$ cat src/rtl/gpio_irq_pkg.sv
package gpio_irq_pkg;
  localparam int unsigned MODE_W = 3;

  typedef enum logic [MODE_W-1:0] {
    TRIG_OFF  = 3'd0,
    TRIG_HIGH = 3'd1,
    TRIG_LOW  = 3'd2,
    TRIG_SET  = 3'd3,
    TRIG_RISE = 3'd4,
    TRIG_FALL = 3'd5,
    TRIG_ANY  = 3'd6,
    TRIG_RSVD = 3'd7
  } trig_mode_e;

  typedef enum logic [2:0] {
    REG_CFG  = 3'd0,
    REG_MASK = 3'd1,
    REG_RAW  = 3'd2,
    REG_MSKD = 3'd3,
    REG_ACK  = 3'd4,
    REG_DIN  = 3'd5
  } reg_sel_e;
endpackage

$ cat src/rtl/gpio_irq_sync.sv
module gpio_irq_sync #(
  parameter int unsigned W      = 8,
  parameter int unsigned STAGES = 2
) (
  input  logic         clk,
  input  logic         rst_n,
  input  logic [W-1:0] d_async,
  output logic [W-1:0] q_sync
);
  logic [STAGES-1:0][W-1:0] chain_q;

  for (genvar s = 0; s < STAGES; s++) begin : g_stage
    if (s == 0) begin : g_first
      always_ff @(posedge clk or negedge rst_n) begin
        if (!rst_n) chain_q[s] <= '0;
        else        chain_q[s] <= d_async;
      end
    end else begin : g_next
      always_ff @(posedge clk or negedge rst_n) begin
        if (!rst_n) chain_q[s] <= '0;
        else        chain_q[s] <= chain_q[s-1];
      end
    end
  end

  assign q_sync = chain_q[STAGES-1];
endmodule

$ cat src/rtl/gpio_irq_trig.sv
module gpio_irq_trig
  import gpio_irq_pkg::*;
(
  input  logic              clk,
  input  logic              rst_n,
  input  logic [MODE_W-1:0] mode,
  input  logic              lvl,
  input  logic              ack,
  output logic              pend
);
  logic prev_q;
  logic hit;

  always_comb begin
    case (trig_mode_e'(mode))
      TRIG_HIGH: hit = lvl;
      TRIG_LOW:  hit = ~lvl;
      TRIG_SET:  hit = 1'b1;
      TRIG_RISE: hit = lvl & ~prev_q;
      TRIG_FALL: hit = ~lvl & prev_q;
      TRIG_ANY:  hit = lvl ^ prev_q;
      default:   hit = 1'b0;
    endcase
  end

  always_ff @(posedge clk or negedge rst_n) begin
    if (!rst_n) begin
      prev_q <= 1'b0;
      pend   <= 1'b0;
    end else begin
      prev_q <= lvl;
      pend   <= hit | (pend & ~ack);
    end
  end
endmodule

$ cat src/rtl/gpio_irq_regs.sv
module gpio_irq_regs
  import gpio_irq_pkg::*;
#(
  parameter int unsigned NPINS = 8,
  parameter int unsigned AW    = 3,
  parameter int unsigned DW    = 32,
  localparam int unsigned CFG_W = NPINS * MODE_W
) (
  input  logic             clk,
  input  logic             rst_n,
  input  logic             bus_sel,
  input  logic             bus_we,
  input  logic [AW-1:0]    bus_addr,
  input  logic [DW-1:0]    bus_wdata,
  output logic [DW-1:0]    bus_rdata,
  input  logic [NPINS-1:0] raw_pend,
  input  logic [NPINS-1:0] din,
  output logic [CFG_W-1:0] cfg_q,
  output logic [NPINS-1:0] mask_q,
  output logic [NPINS-1:0] ack_pulse
);
  logic          wr_en, rd_en;
  logic [DW-1:0] rd_mux;

  assign wr_en = bus_sel & bus_we;
  assign rd_en = bus_sel & ~bus_we;

  assign ack_pulse = (wr_en && bus_addr == AW'(REG_ACK)) ? bus_wdata[NPINS-1:0] : '0;

  always_ff @(posedge clk or negedge rst_n) begin
    if (!rst_n) begin
      cfg_q  <= '0;
      mask_q <= '0;
    end else if (wr_en) begin
      if (bus_addr == AW'(REG_CFG))  cfg_q  <= bus_wdata[CFG_W-1:0];
      if (bus_addr == AW'(REG_MASK)) mask_q <= bus_wdata[NPINS-1:0];
    end
  end

  always_comb begin
    rd_mux = '0;
    case (bus_addr)
      AW'(REG_CFG):  rd_mux = DW'(cfg_q);
      AW'(REG_MASK): rd_mux = DW'(mask_q);
      AW'(REG_RAW):  rd_mux = DW'(raw_pend);
      AW'(REG_MSKD): rd_mux = DW'(raw_pend & mask_q);
      AW'(REG_DIN):  rd_mux = DW'(din);
      default:       rd_mux = '0;
    endcase
  end

  always_ff @(posedge clk or negedge rst_n) begin
    if (!rst_n)     bus_rdata <= '0;
    else if (rd_en) bus_rdata <= rd_mux;
  end
endmodule

$ cat src/rtl/gpio_irq_ctrl.sv
module gpio_irq_ctrl
  import gpio_irq_pkg::*;
#(
  parameter int unsigned NPINS = 8,
  parameter int unsigned AW    = 3,
  parameter int unsigned DW    = 32,
  parameter int unsigned SYNC  = 2
) (
  input  logic             clk,
  input  logic             rst_n,
  input  logic [NPINS-1:0] pin_in,
  input  logic             bus_sel,
  input  logic             bus_we,
  input  logic [AW-1:0]    bus_addr,
  input  logic [DW-1:0]    bus_wdata,
  output logic [DW-1:0]    bus_rdata,
  output logic             irq
);
  localparam int unsigned CFG_W = NPINS * MODE_W;

  logic [NPINS-1:0] pin_sync;
  logic [NPINS-1:0] raw_pend;
  logic [NPINS-1:0] mask_q;
  logic [NPINS-1:0] ack_pulse;
  logic [CFG_W-1:0] cfg_q;

  gpio_irq_sync #(.W(NPINS), .STAGES(SYNC)) u_sync (
    .clk(clk), .rst_n(rst_n), .d_async(pin_in), .q_sync(pin_sync)
  );

  for (genvar i = 0; i < NPINS; i++) begin : g_pin
    gpio_irq_trig u_trig (
      .clk  (clk),
      .rst_n(rst_n),
      .mode (cfg_q[i*MODE_W +: MODE_W]),
      .lvl  (pin_sync[i]),
      .ack  (ack_pulse[i]),
      .pend (raw_pend[i])
    );
  end

  gpio_irq_regs #(.NPINS(NPINS), .AW(AW), .DW(DW)) u_regs (
    .clk(clk), .rst_n(rst_n),
    .bus_sel(bus_sel), .bus_we(bus_we), .bus_addr(bus_addr),
    .bus_wdata(bus_wdata), .bus_rdata(bus_rdata),
    .raw_pend(raw_pend), .din(pin_sync),
    .cfg_q(cfg_q), .mask_q(mask_q), .ack_pulse(ack_pulse)
  );

  always_ff @(posedge clk or negedge rst_n) begin
    if (!rst_n) irq <= 1'b0;
    else        irq <= |(raw_pend & mask_q);
  end
endmodule

$ cat config.mk
export PLATFORM = sky130hd
export DESIGN_NAME = gpio_irq_ctrl
export DESIGN_NICKNAME = d
export VERILOG_FILES = /design/src/rtl/gpio_irq_pkg.sv /design/src/rtl/gpio_irq_sync.sv /design/src/rtl/gpio_irq_trig.sv /design/src/rtl/gpio_irq_regs.sv /design/src/rtl/gpio_irq_ctrl.sv
export SDC_FILE = /design/constraint.sdc
export NUM_CORES = 1
export LEC_CHECK = 0
export BUFFER_PORTS_ARGS = -buffer_cell sky130_fd_sc_hd__buf_2
export CAP_MARGIN = 20
export CORE_ASPECT_RATIO = 2
export CORE_MARGIN = 1
export CORE_UTILIZATION = 45
export CTS_BUF_LIST = sky130_fd_sc_hd__clkbuf_8 sky130_fd_sc_hd__clkbuf_16
export DETAILED_ROUTE_END_ITERATION = 16
export GPL_TIMING_DRIVEN = 0
export PLACE_DENSITY = 0.67
export SYNTH_ARGS = -nofsm -noshare
export SYNTH_HDL_FRONTEND = slang
export SYNTH_SLANG_ARGS = --single-unit
export TNS_END_PERCENT = 10
$ cat constraint.sdc
create_clock -name clk -period 2.4 [get_ports clk]
set_input_delay 0.48 -clock clk [delete_from_list [all_inputs] [get_ports clk]]
set_output_delay 0.48 -clock clk [all_outputs]
set_load 0.01 [all_outputs]
==> key figures, run 1 <==
Global route
  • Initial antenna violation count: 0
  • First-pass GRT wire length: 15100 µm
  • GR Overflow Total: 0
  • Number of global-route vias before repair: 3096
  • GRT Overall Usage: 0.228
  • Largest net degree at the start of global routing: 70

Floorplan
  • Core Region: 8350 µm²
  • DIE WIDTH: 68.1 µm
  • # rows: 47
  • Die area: 9140 µm²
  • Starting Density: 0.471
  • IO Pins: 80
  • Die Ht: 134 µm

Final layout
  • Layout cell share with drive strength beyond 1: 0.267
  • Final instance area: around 4800 µm²
  • Final std cells w/o fill: 517
  • Nets: 477
  • Synthesis-to-finish area growth: 21.2%
  • Diodes inserted: 0

Clock tree
  • Clock-pin slew on the worst setup and hold paths: 0.06 ns
  • Clock buffer depth: 2
  • Hold-fix buffers, CTS: 0
  • Root Driver: clkbuf_16
  • Clock Latency Late Sink: 0.34 ns
  • Number of buffers created by CTS: 9
  • Resized Gates After CTS: 0
  • CTS tree: yes
  • Number of clock sinks: 89
  • Post-CTS Setup Inserts: 0
  • H-tree depth: 3

Setup path
  • CP max-delay cell: nor4_2
  • Reg-to-Reg End: g_pin[7].u_trig.pend$_DFF_PN0_
  • CP Buf/Inv Count: 2
  • CP endpoint kind: flop
  • Worst Setup Start Kind: input pin
  • Max FO, Critical Path: 10
  • Critical path's top delay family: simple AND/OR/NAND/NOR gates
  • R2R depth: 5
  • Reg2reg start: u_sync.q_sync[7]$_DFF_PN0_
  • CP Cell Sequence: buf_2, nor4_2, buf_2, mux2_2
  • CP arrival: around 2.2 ns
  • CP Data Required Time: 2.62 ns
  • CP dominant cell by count: buf_2
  • Worst reg2reg setup slack: 0.97 ns
  • Kind of critical path: input pin to flop
  • Max incr delay on CP: 0.73 ns

STA
  • Worst-margin pin slew: a little under 1 ns
  • Setup TNS Final: 0 ns
  • Hold slack: 0.0217 ns
  • Max Fclk: 506 MHz
  • Clock skew: about 0.0058 ns
  • Hold Violations, Final: 0
  • Endpoints failing setup: 0
  • Pins Over Slew Limit: 0
  • Final worst-path cycle share: 0.824
  • Minimum clock period: 1.98 ns
  • Rel. slew slack: 0.351
  • RSZ-0062 raised after global routing: false

Power and ir drop
  • Post-layout total power: 4.08 mW
  • Power Density: 856 nW/µm²
  • Peak supply drop: 0.487 mV
  • Leakage: 2.31 nW

Synthesis
  • #FFs+latches synth: just under 90
  • Synth area leaders: dfrtp_1 57%, mux2_2 5.2%, ha_1 5.1%
  • Synth cell count leaders: 89 x dfrtp_1, 28 x o21ai_0, 27 x inv_1
  • Most area-hungry cell type in the Yosys netlist: dfrtp_1
  • Yosys warns: 0
  • Syn Area/Cell: 11.8 µm²
  • Top cell type's share of synthesized area: 0.567
  • Most common cell in the netlist: dfrtp_1
  • Register area share after synthesis: 0.567
  • Number of enable flip-flop cells after synthesis: 0
  • Post-Syn Area: 3930 µm²
  • Post-Syn Instances: 333
  • Synth cell types: 35
  • Fraction of registers with async set/reset: 1.00
  • Dominant synthesized flop cell: dfrtp_1

Hold path
  • Worst hold path type: input pin to async pin

Placed design
  • Cells after DPL: 501
  • Placed cell areas: about 4400 µm²
  • Dpl hpwl: 6580 µm
  • Routability Congestion: 0.843
  • Port bufs: 62

Routing
  • DR iter-0 viols: 163
  • Vias per cell: 5.51
  • Post-route DRC: 0
  • DR pass1 iterations: 5
  • Per-cell routed wire length: 17.5 µm
  • Via count: approximately 2800
  • Detail Route Antenna Nets: 0
  • Total wire length: 9060 µm

Status
  • Outcome: completed

Run
  • Max Cap Viol: 0
-- area by class of cell --
| type | count | area (µm²) |
|---|---|---|
| inverters | 28 | 105 |
| well taps | 98 | 123 |
| clock buffers | 10 | 239 |
| repair buffers | 63 | 340 |
| plain buffers | 21 | 113 |
| clock inverters | 6 | 105 |
| flip-flops and latches | 89 | 2230 |
| multi-input cells | 202 | 1510 |
| fillers | 761 | 3590 |
-- kinds of logic after synthesis --
logic type | after synthesis | share of synthesized area
buffers and inverters | 49 | 0.0554
muxes | 34 | 0.0948
other | 1 | 0.000954
DFF | 89 | 0.567
adders and majority gates | 16 | 0.0509
AOI/OAI and AO/OA | 94 | 0.166
and+or+nand+nor | 50 | 0.0649
-- worst max-delay path by stage --
stage                      startpoint                            to  slack (ns)  cells after the start
after floorplan           bus_addr[1]  u_regs.cfg_q[11]$_DFFE_PN0P_        0.55                      4
after global placement          rst_n   u_sync.chain_q[7]$_DFF_PN0_        0.05                      1
after detailed placement  bus_addr[1]  u_regs.cfg_q[13]$_DFFE_PN0P_        0.07                      4
after CTS                 bus_addr[1]  u_regs.cfg_q[16]$_DFFE_PN0P_        0.40                      4
after global routing      bus_addr[1]  u_regs.cfg_q[18]$_DFFE_PN0P_        0.32                      4
final                     bus_addr[1]  u_regs.cfg_q[20]$_DFFE_PN0P_        0.42                      4
-- where the power goes --
part	switching, mW	internal (mW)	leakage (nW)
Sequential	0.194	1.69	1.07
Clock	0.557	1.04	0.172
Combinational	0.289	0.304	1.06
-- cells in the final DEF (no fill, tap or decap), types with 4 or more instances in the layout --
cell,instances
o32ai_1,4
ha_1,16
a21o_1,8
a22o_1,18
dfrtp_1,89
mux2_2,18
conb_1,8
a22oi_1,4
inv_1,27
a31oi_1,6
nand2_1,21
a32oi_1,6
mux2_1,8
buf_2,64
a21oi_1,7
clkbuf_16,9
buf_4,9
nor2_1,9
mux2i_1,8
o22ai_1,4
o21ai_0,28
clkbuf_1,10
nand2b_1,9
-- metal layers --
metal  GRT usage  wire length, µm  vias to the layer above
li1            -                -                     1343
met1       0.257             3380                     1404
met2       0.393             5040                       81
met3      0.0442              369                       19
met4       0.111              259                        0
met5           0                0                        -
-- registers in the layout, summed over array words and instances (netlist names) --
name,cells
irq,1
g_pin.u_trig.prev_q,8
u_sync.chain_q,8
u_regs.bus_rdata,24
g_pin.u_trig.pend,8
u_sync.q_sync,8
u_regs.mask_q,8
u_regs.cfg_q,24
-- per-stage QoR --
stage	setup slack [ns]	utilization
after floorplan	0.553	-
after global placement	0.0521	0.526
after detailed placement	0.0683	0.529
after CTS	0.405	0.571
after global routing	0.320	0.571
final	0.424	0.571
(Power assumes the default switching activity.)
==> run 2, diff against run 1 <==
==> constraint.sdc (replaced) <==
create_clock -name clk -period 1.93 [get_ports clk]
set_input_delay 0.386 -clock clk [delete_from_list [all_inputs] [get_ports clk]]
set_output_delay 0.386 -clock clk [all_outputs]
set_load 0.01 [all_outputs]
==> run 2 against run 1 <==
  * Hold slack better by 0.13 ns
  * Cell count grew 0.19%
  * Critical path depth unchanged
==> key figures, run 2 (synthesis gave the netlist of run 1 again) <==
Setup path
  • CP endpoint kind: flop
  • Worst Setup Start Kind: input pin
  • Crit path from: bus_addr[1]
  • Max FO, Critical Path: 10 (unchanged)
  • Kind of critical path: input pin to flop
  • CP endpoint: u_regs.bus_rdata[23]$_DFFE_PN0P_
  • CP Data Required Time: 2.20 ns (-0.42 ns)
  • R2R depth: 5 (unchanged)
  • Worst reg2reg setup slack: 0.51 ns (-0.46 ns)
  • CP arrival: 1.97 ns (-0.23 ns)
  • Reg-to-Reg End: g_pin[7].u_trig.pend$_DFF_PN0_
  • Reg2reg start: u_sync.q_sync[7]$_DFF_PN0_

STA
  • Pins Over Slew Limit: 0 (unchanged)
  • Setup TNS Final: 0 ns (unchanged)
  • Worst-margin pin slew: 0.947 ns (-0.0185 ns)
  • Hold Violations, Final: 0 (unchanged)
  • Endpoints failing setup: 0 (unchanged)
  • Hold slack: 0.148 ns (+0.127 ns)
  • Final worst-path cycle share: 0.881
  • Minimum clock period: between 1.5 and 2 ns
  • RSZ-0062 raised after global routing: false
  • Max Fclk: between 500 and 600 MHz
  • Rel. slew slack: 0.363 (+0.0124)
  • Clock skew: 0.00472 ns (-0.00107 ns)

Routing
  • Via count: 2869 (+0.77%)
  • Met1 WL: 3450 µm (+1.8%)
  • DR pass1 iterations: 5 (unchanged)
  • Max layer used: met4
  • Vias per cell: 5.54 (+0.58%)
  • Routed wl met2: 4980 µm (-1.3%)
  • DR iter-0 viols: 227 (+39%)
  • Post-route DRC: 0 (unchanged)
  • Detail Route Antenna Nets: 0 (unchanged)
  • Routed length on met3: 395 µm (+7.0%)
  • Total wire length: 9100 µm (+0.47%)
  • Per-cell routed wire length: 17.6 µm (+0.28%)

Placed design
  • Routability Congestion: 0.843 (unchanged)
  • Dpl hpwl: 6580 µm (unchanged)
  • Placed cell areas: 4420 µm² (unchanged)
  • Port bufs: 62 (unchanged)

Floorplan
  • Die Ht: 134 µm (unchanged)
  • Die area: 9140 µm² (unchanged)
  • Core Region: 8350 µm² (unchanged)
  • # rows: 47 (unchanged)
  • IO Pins: 80 (unchanged)
  • DIE WIDTH: 68.1 µm (unchanged)
  • Starting Density: 0.471 (unchanged)

Power and ir drop
  • Logic pwr share: 0.146 (about the same)
  • Int Pwr: 3.78 mW (+24%)
  • Peak supply drop: 0.606 mV (+24%)
  • Switching Fraction: 0.256 (+0.000656)
  • Leakage: 2.32 nW (+0.26%)
  • Power Density: 1060 nW/µm² (+24%)
  • Switching Power: 1.30 mW (+25%)
  • Flop pwr share: 0.463 (about the same)
  • Clock share of power: 0.392 (about the same)

Final layout
  • Most frequent cells in the layout: 89 x dfrtp_1, 64 x buf_2, 28 x o21ai_0
  • Nets: 478 (+0.21%)
  • Most common library cell in the layout ignoring fill and taps: dfrtp_1
  • Diodes inserted: 0 (unchanged)
  • Synthesis-to-finish area growth: 21.7%
  • Finished Core Util: 0.573 (+0.00225)
  • Biggest regs: u_regs.bus_rdata: 24 flops, u_regs.cfg_q: 24 flops
  • Layout cell share with drive strength beyond 1: 0.267 (-0.000636)
  • Final instance area: 4780 µm² (+0.39%)

Clock tree
  • H-tree depth: 3 (unchanged)
  • CTS tree: yes
  • Root Driver: clkbuf_16
  • Number of clock sinks: 89 (unchanged)
  • Clock Latency Late Sink: 0.34 ns (about the same)
  • Clock buffer depth: 2 (unchanged)
  • Post-CTS Setup Inserts: 0 (unchanged)
  • Number of buffers created by CTS: 9 (unchanged)
  • Clock-pin slew on the worst setup and hold paths: 0.06 ns (about the same)

Run
  • Max Cap Viol: 0 (unchanged)

Global route
  • Initial antenna violation count: 0 (unchanged)
  • GRT Overall Usage: 0.228 (unchanged)
  • Largest net degree at the start of global routing: 70 (unchanged)
  • GR Overflow Total: 0 (unchanged)
  • First-pass GRT wire length: 15100 µm (unchanged)
  • Number of global-route vias before repair: 3096 (unchanged)

Status
  • Outcome: completed

Hold path
  • Worst hold path type: input pin to flop
## run 2: changes by cell type in the layout (fill, tap and decap cells not counted)
cell           before  now
nor4_2              3    2
dlygate4sd3_1       0    1
nor4_4              0    1
## run 2: worst min path at each step
stage | end | startpoint | slack [ns] | cells past startpoint
2_1_floorplan | g_pin[0].u_trig.pend$_DFF_PN0_ | rst_n | 0.09 | 0
5_1_grt | u_sync.chain_q[5]$_DFF_PN0_ | pin_in[5] | 0.14 | 1
4_1_cts | u_sync.chain_q[5]$_DFF_PN0_ | pin_in[5] | 0.14 | 1
3_5_place_dp | u_sync.q_sync[0]$_DFF_PN0_ | rst_n | 0.29 | 1
3_3_place_gp | u_sync.q_sync[6]$_DFF_PN0_ | u_sync.chain_q[6]$_DFF_PN0_ | 0.33 | 0
6_report | u_sync.chain_q[5]$_DFF_PN0_ | pin_in[5] | 0.15 | 1
## run 2: power by group through the flow
stage | clock (mW) | combinational (mW) | sequential [mW]
global route | 2.09 | 0.834 | 2.39
finish | 1.99 | 0.739 | 2.35
CTS | 2.02 | 0.748 | 2.35
global placement | 0 | 0.704 | 2.37
detailed placement | 0 | 0.740 | 2.38
floorplan | 0 | 0.478 | 2.33
## run 2: critical path, cell delays in order
cell and delay, ns:
buf_2 0.18, nor4_2 0.66, clkbuf_1 0.51, a22o_1 0.22
## run 2: final cells by class
cell class	count	area [µm²]
clock inverter	6	105
multi-input combinational	202	1520
clock buffer	10	239
timing repair buffer	64	350
buffer	21	113
sequential	89	2230
tap	98	123
fill	761	3570
inverter	28	105
## run 2: repair_timing
item                                    in CTS  in global routing
hold endpoints to repair                    20                  0
resized for setup                            0                  1
endpoints found under the setup margin       0                 15
hold buffers                                 1                  0
## run 2: layer usage
layer  vias up  global-route usage
li1       1345                   -
met1      1426               0.257
met2        77               0.393
met3        21              0.0442
met4         0               0.111
met5         -                   0
## run 2: stage by stage
step	setup slack [ns]	total power, mW	instances
6_report	0.230	5.08	518
5_1_grt	0.137	5.31	518
4_1_cts	0.0289	5.12	518
3_5_place_dp	-0.308	3.12	501
3_3_place_gp	-0.324	3.07	500
2_1_floorplan	0.177	2.81	340
==> run 3, diff against run 2 <==
--- a/config.mk
+++ b/config.mk
@@ -5,15 +5,18 @@
 export SDC_FILE = /design/constraint.sdc
 export NUM_CORES = 1
 export LEC_CHECK = 0
+export ABC_AREA = 1
 export BUFFER_PORTS_ARGS = -buffer_cell sky130_fd_sc_hd__buf_2
 export CAP_MARGIN = 20
+export CELL_PAD_IN_SITES_DETAIL_PLACEMENT = 0
+export CELL_PAD_IN_SITES_GLOBAL_PLACEMENT = 1
 export CORE_ASPECT_RATIO = 2
 export CORE_MARGIN = 1
-export CORE_UTILIZATION = 45
-export CTS_BUF_LIST = sky130_fd_sc_hd__clkbuf_8 sky130_fd_sc_hd__clkbuf_16
+export CORE_UTILIZATION = 43
+export CTS_BUF_LIST = sky130_fd_sc_hd__clkbuf_4
 export DETAILED_ROUTE_END_ITERATION = 16
 export GPL_TIMING_DRIVEN = 0
-export PLACE_DENSITY = 0.67
+export PLACE_DENSITY_LB_ADDON = 0.1
 export SYNTH_ARGS = -nofsm -noshare
 export SYNTH_HDL_FRONTEND = slang
 export SYNTH_SLANG_ARGS = --single-unit
==> run 3 against run 2 <==
  * First-iteration DRC count is 8.4% lower
  * Clock-buffer cell count grew 1
  * Clock power decreased by 46%
  * Critical path type is now flop to primary output
  * Critical endpoint is now bus_rdata[17]
  * Largest cell class unchanged
==> key figures, run 3 <==
Setup path
  • CP Data Required Time: 1.54 ns (-0.66 ns)
  • Kind of critical path: flop to primary output
  • CP Buf/Inv Count: 1 (-1)
  • CP Cell Sequence: buf_2
  • Worst Setup Start Kind: flop
  • CP max-delay cell: dfrtp_1
  • CP endpoint kind: primary output
  • Max FO, Critical Path: 2 (-8)
  • Max incr delay on CP: 0.41 ns (-0.25 ns)
  • CP arrival: 1.01 ns (-0.96 ns)
  • Critical path's top delay family: flip-flops

Final layout
  • Most common library cell in the layout ignoring fill and taps: nand2_1
  • Biggest regs: u_regs.bus_rdata: 24 flops, u_regs.cfg_q: 24 flops
  • Layout cell share with drive strength beyond 1: 0.193 (-0.0733)
  • Nets: 627 (+31%)
  • Synthesis-to-finish area growth: 16.9%
  • Final instance area: 4860 µm² (+1.7%)
  • Most frequent cells in the layout: 129 x nand2_1, 89 x dfrtp_1, 64 x buf_2

Synthesis
  • Post-Syn Instances: 477 (+43%)
  • Top cell type's share of synthesized area: 0.535 (-0.0313)
  • Dominant synthesized flop cell: dfrtp_1
  • Synth area leaders: dfrtp_1 54%, nand2_1 12%, nand3_1 5.3%
  • Number of enable flip-flop cells after synthesis: 0 (unchanged)
  • Yosys warns: 0 (unchanged)
  • Post-Syn Area: 4160 µm² (+5.9%)
  • Synth cell types: 26 (-26%)
  • Register area share after synthesis: 0.535 (-0.0313)
  • #FFs+latches synth: 89 (unchanged)
  • Synth cell count leaders: 129 x nand2_1, 89 x dfrtp_1, 52 x inv_1
  • Most common cell in the netlist: nand2_1
  • Fraction of registers with async set/reset: 1.00 (unchanged)
  • Most area-hungry cell type in the Yosys netlist: dfrtp_1
  • Syn Area/Cell: 8.72 µm² (-26%)

STA
  • Minimum clock period: 1.39 ns (-0.307 ns)
  • Worst-margin pin slew: 0.546 ns (-0.401 ns)
  • Clock skew: 0.0173 ns (+0.0126 ns)
  • Max Fclk: 718 MHz (+22%)
  • Rel. slew slack: 0.636 (+0.273)
  • RSZ-0062 raised after global routing: false
  • Hold Violations, Final: 0 (unchanged)
  • Pins Over Slew Limit: 0 (unchanged)
  • Final worst-path cycle share: 0.722 (-0.159)
  • Endpoints failing setup: 0 (unchanged)
  • Final Worst Setup Slack: 0.537 ns (+0.307 ns)

Global route
  • GR Overflow Total: 0 (unchanged)
  • Initial antenna violation count: 1 (+1)
  • First-pass GRT wire length: 16900 µm (+11%)
  • Number of global-route vias before repair: 3519 (+14%)
  • Largest net degree at the start of global routing: 63 (-10%)
  • GRT Overall Usage: 0.224 (-0.00437)

Status
  • Outcome: completed

Clock tree
  • Clock-pin slew on the worst setup and hold paths: 0.14 ns (+0.08 ns)
  • Number of buffers created by CTS: 9 (unchanged)
  • Number of clock sinks: 89 (unchanged)
  • Clock Latency Late Sink: 0.46 ns (+0.12 ns)
  • H-tree depth: 3 (unchanged)
  • Root Driver: clkbuf_4
  • CTS tree: yes
  • Clock buffer depth: 2 (unchanged)

Power and ir drop
  • Leakage: 2.66 nW (+15%)
  • Power Density: 843 nW/µm² (-21%)
  • Peak supply drop: 0.463 mV (-24%)

Floorplan
  • # rows: 50 (+6.4%)
  • Die Ht: 141 µm (+5.2%)
  • DIE WIDTH: 71.6 µm (+5.1%)
  • IO Pins: 80 (unchanged)
  • Starting Density: 0.443 (-0.0273)
  • Die area: 10100 µm² (+11%)
  • Core Region: 9380 µm² (+12%)

Routing
  • Via count: 3405 (+19%)
  • Detail Route Antenna Nets: 0 (unchanged)
  • Post-route DRC: 0 (unchanged)
  • DR pass1 iterations: 4 (-1)
  • DR iter-0 viols: 208 (-8.4%)
  • Per-cell routed wire length: 15.3 µm (-13%)
  • Vias per cell: 5.05 (-8.8%)
  • Total wire length: 10300 µm (+13%)

Placed design
  • Port bufs: 61 (-1.6%)
  • Dpl hpwl: 7660 µm (+16%)
  • Dpl ws: 0.0675 ns (+0.375 ns)
  • Placed cell areas: 4650 µm² (+5.3%)
  • Routability Congestion: 0.839 (-0.43%)

Hold path
  • Worst hold path type: input pin to flop

Run
  • Max Cap Viol: 0 (unchanged)
## run 3: through the flow
stage               hold slack (ns)  instances  utilization  total power [mW]  TNS, ns
finish                       0.0336        674        0.518              4.10        0
global route                 0.0101        674        0.518              4.34        0
CTS                        0.000719        673        0.518              4.16        0
detailed placement            0.335        650        0.496              3.07        0
global placement              0.332        649        0.493              3.03   -29.81
floorplan                    0.0904        484            -              2.76        0
## run 3: logic make-up (layout without fill, tap and decap cells)
logic type | after synthesis | count (layout) | share of synthesized area
adder cells (fa/ha/maj) | 16 | 16 | 0.0481
AO/OA/AOI/OAI | 70 | 70 | 0.0968
flip-flops | 89 | 89 | 0.535
other | 1 | 9 | 0.000901
AND/OR/NAND/NOR | 226 | 226 | 0.236
buffers and inverters | 75 | 160 | 0.0833
## run 3: area by class of cell
| class | count | area, µm² |
|---|---|---|
| flip-flops and latches | 89 | 2230 |
| diodes | 1 | 2.50 |
| well taps | 104 | 130 |
| multi-input cells | 320 | 1610 |
| repair buffers | 69 | 405 |
| fillers | 928 | 4520 |
| clock buffers | 11 | 82.6 |
| inverters | 54 | 203 |
| plain buffers | 21 | 144 |
| clock inverters | 5 | 56.3 |
## run 3: final timing paths
check / cells past startpoint / startpoint / slack [ns] / end
max reg2reg: 6 / u_sync.q_sync[5]$_DFF_PN0_ / 0.62 / g_pin[5].u_trig.pend$_DFF_PN0_
min: 1 / pin_in[5] / 0.03 / u_sync.chain_q[5]$_DFF_PN0_
max: 1 / u_regs.bus_rdata[17]$_DFFE_PN0P_ / 0.54 / bus_rdata[17]
min reg2reg: 0 / u_sync.chain_q[2]$_DFF_PN0_ / 0.36 / u_sync.q_sync[2]$_DFF_PN0_
max in group asynchronous: 3 / rst_n / 0.90 / u_regs.bus_rdata[23]$_DFFE_PN0P_
min in group asynchronous: 2 / rst_n / 0.38 / u_sync.q_sync[0]$_DFF_PN0_
## run 3: where the power goes
| group | total (mW) | switching, mW | internal (mW) |
|---|---|---|---|
| clock network | 1.07 | 0.645 | 0.423 |
| logic | 0.757 | 0.447 | 0.310 |
| registers | 2.28 | 0.191 | 2.08 |
## run 3: timing repair
item / CTS / global route
gates resized for setup: 0 / 0
hold buffers: 7 / 0
endpoints found under the hold margin: 33 / 0
setup buffers: 0 / 0
## run 3: routing by layer
metal,share of wire,vias up,global-route usage
li1,-,1687,-
met1,0.39,1628,0.241
met2,0.56,74,0.424
met3,0.032,16,0.0357
met4,0.017,0,0.0888
met5,0,-,0
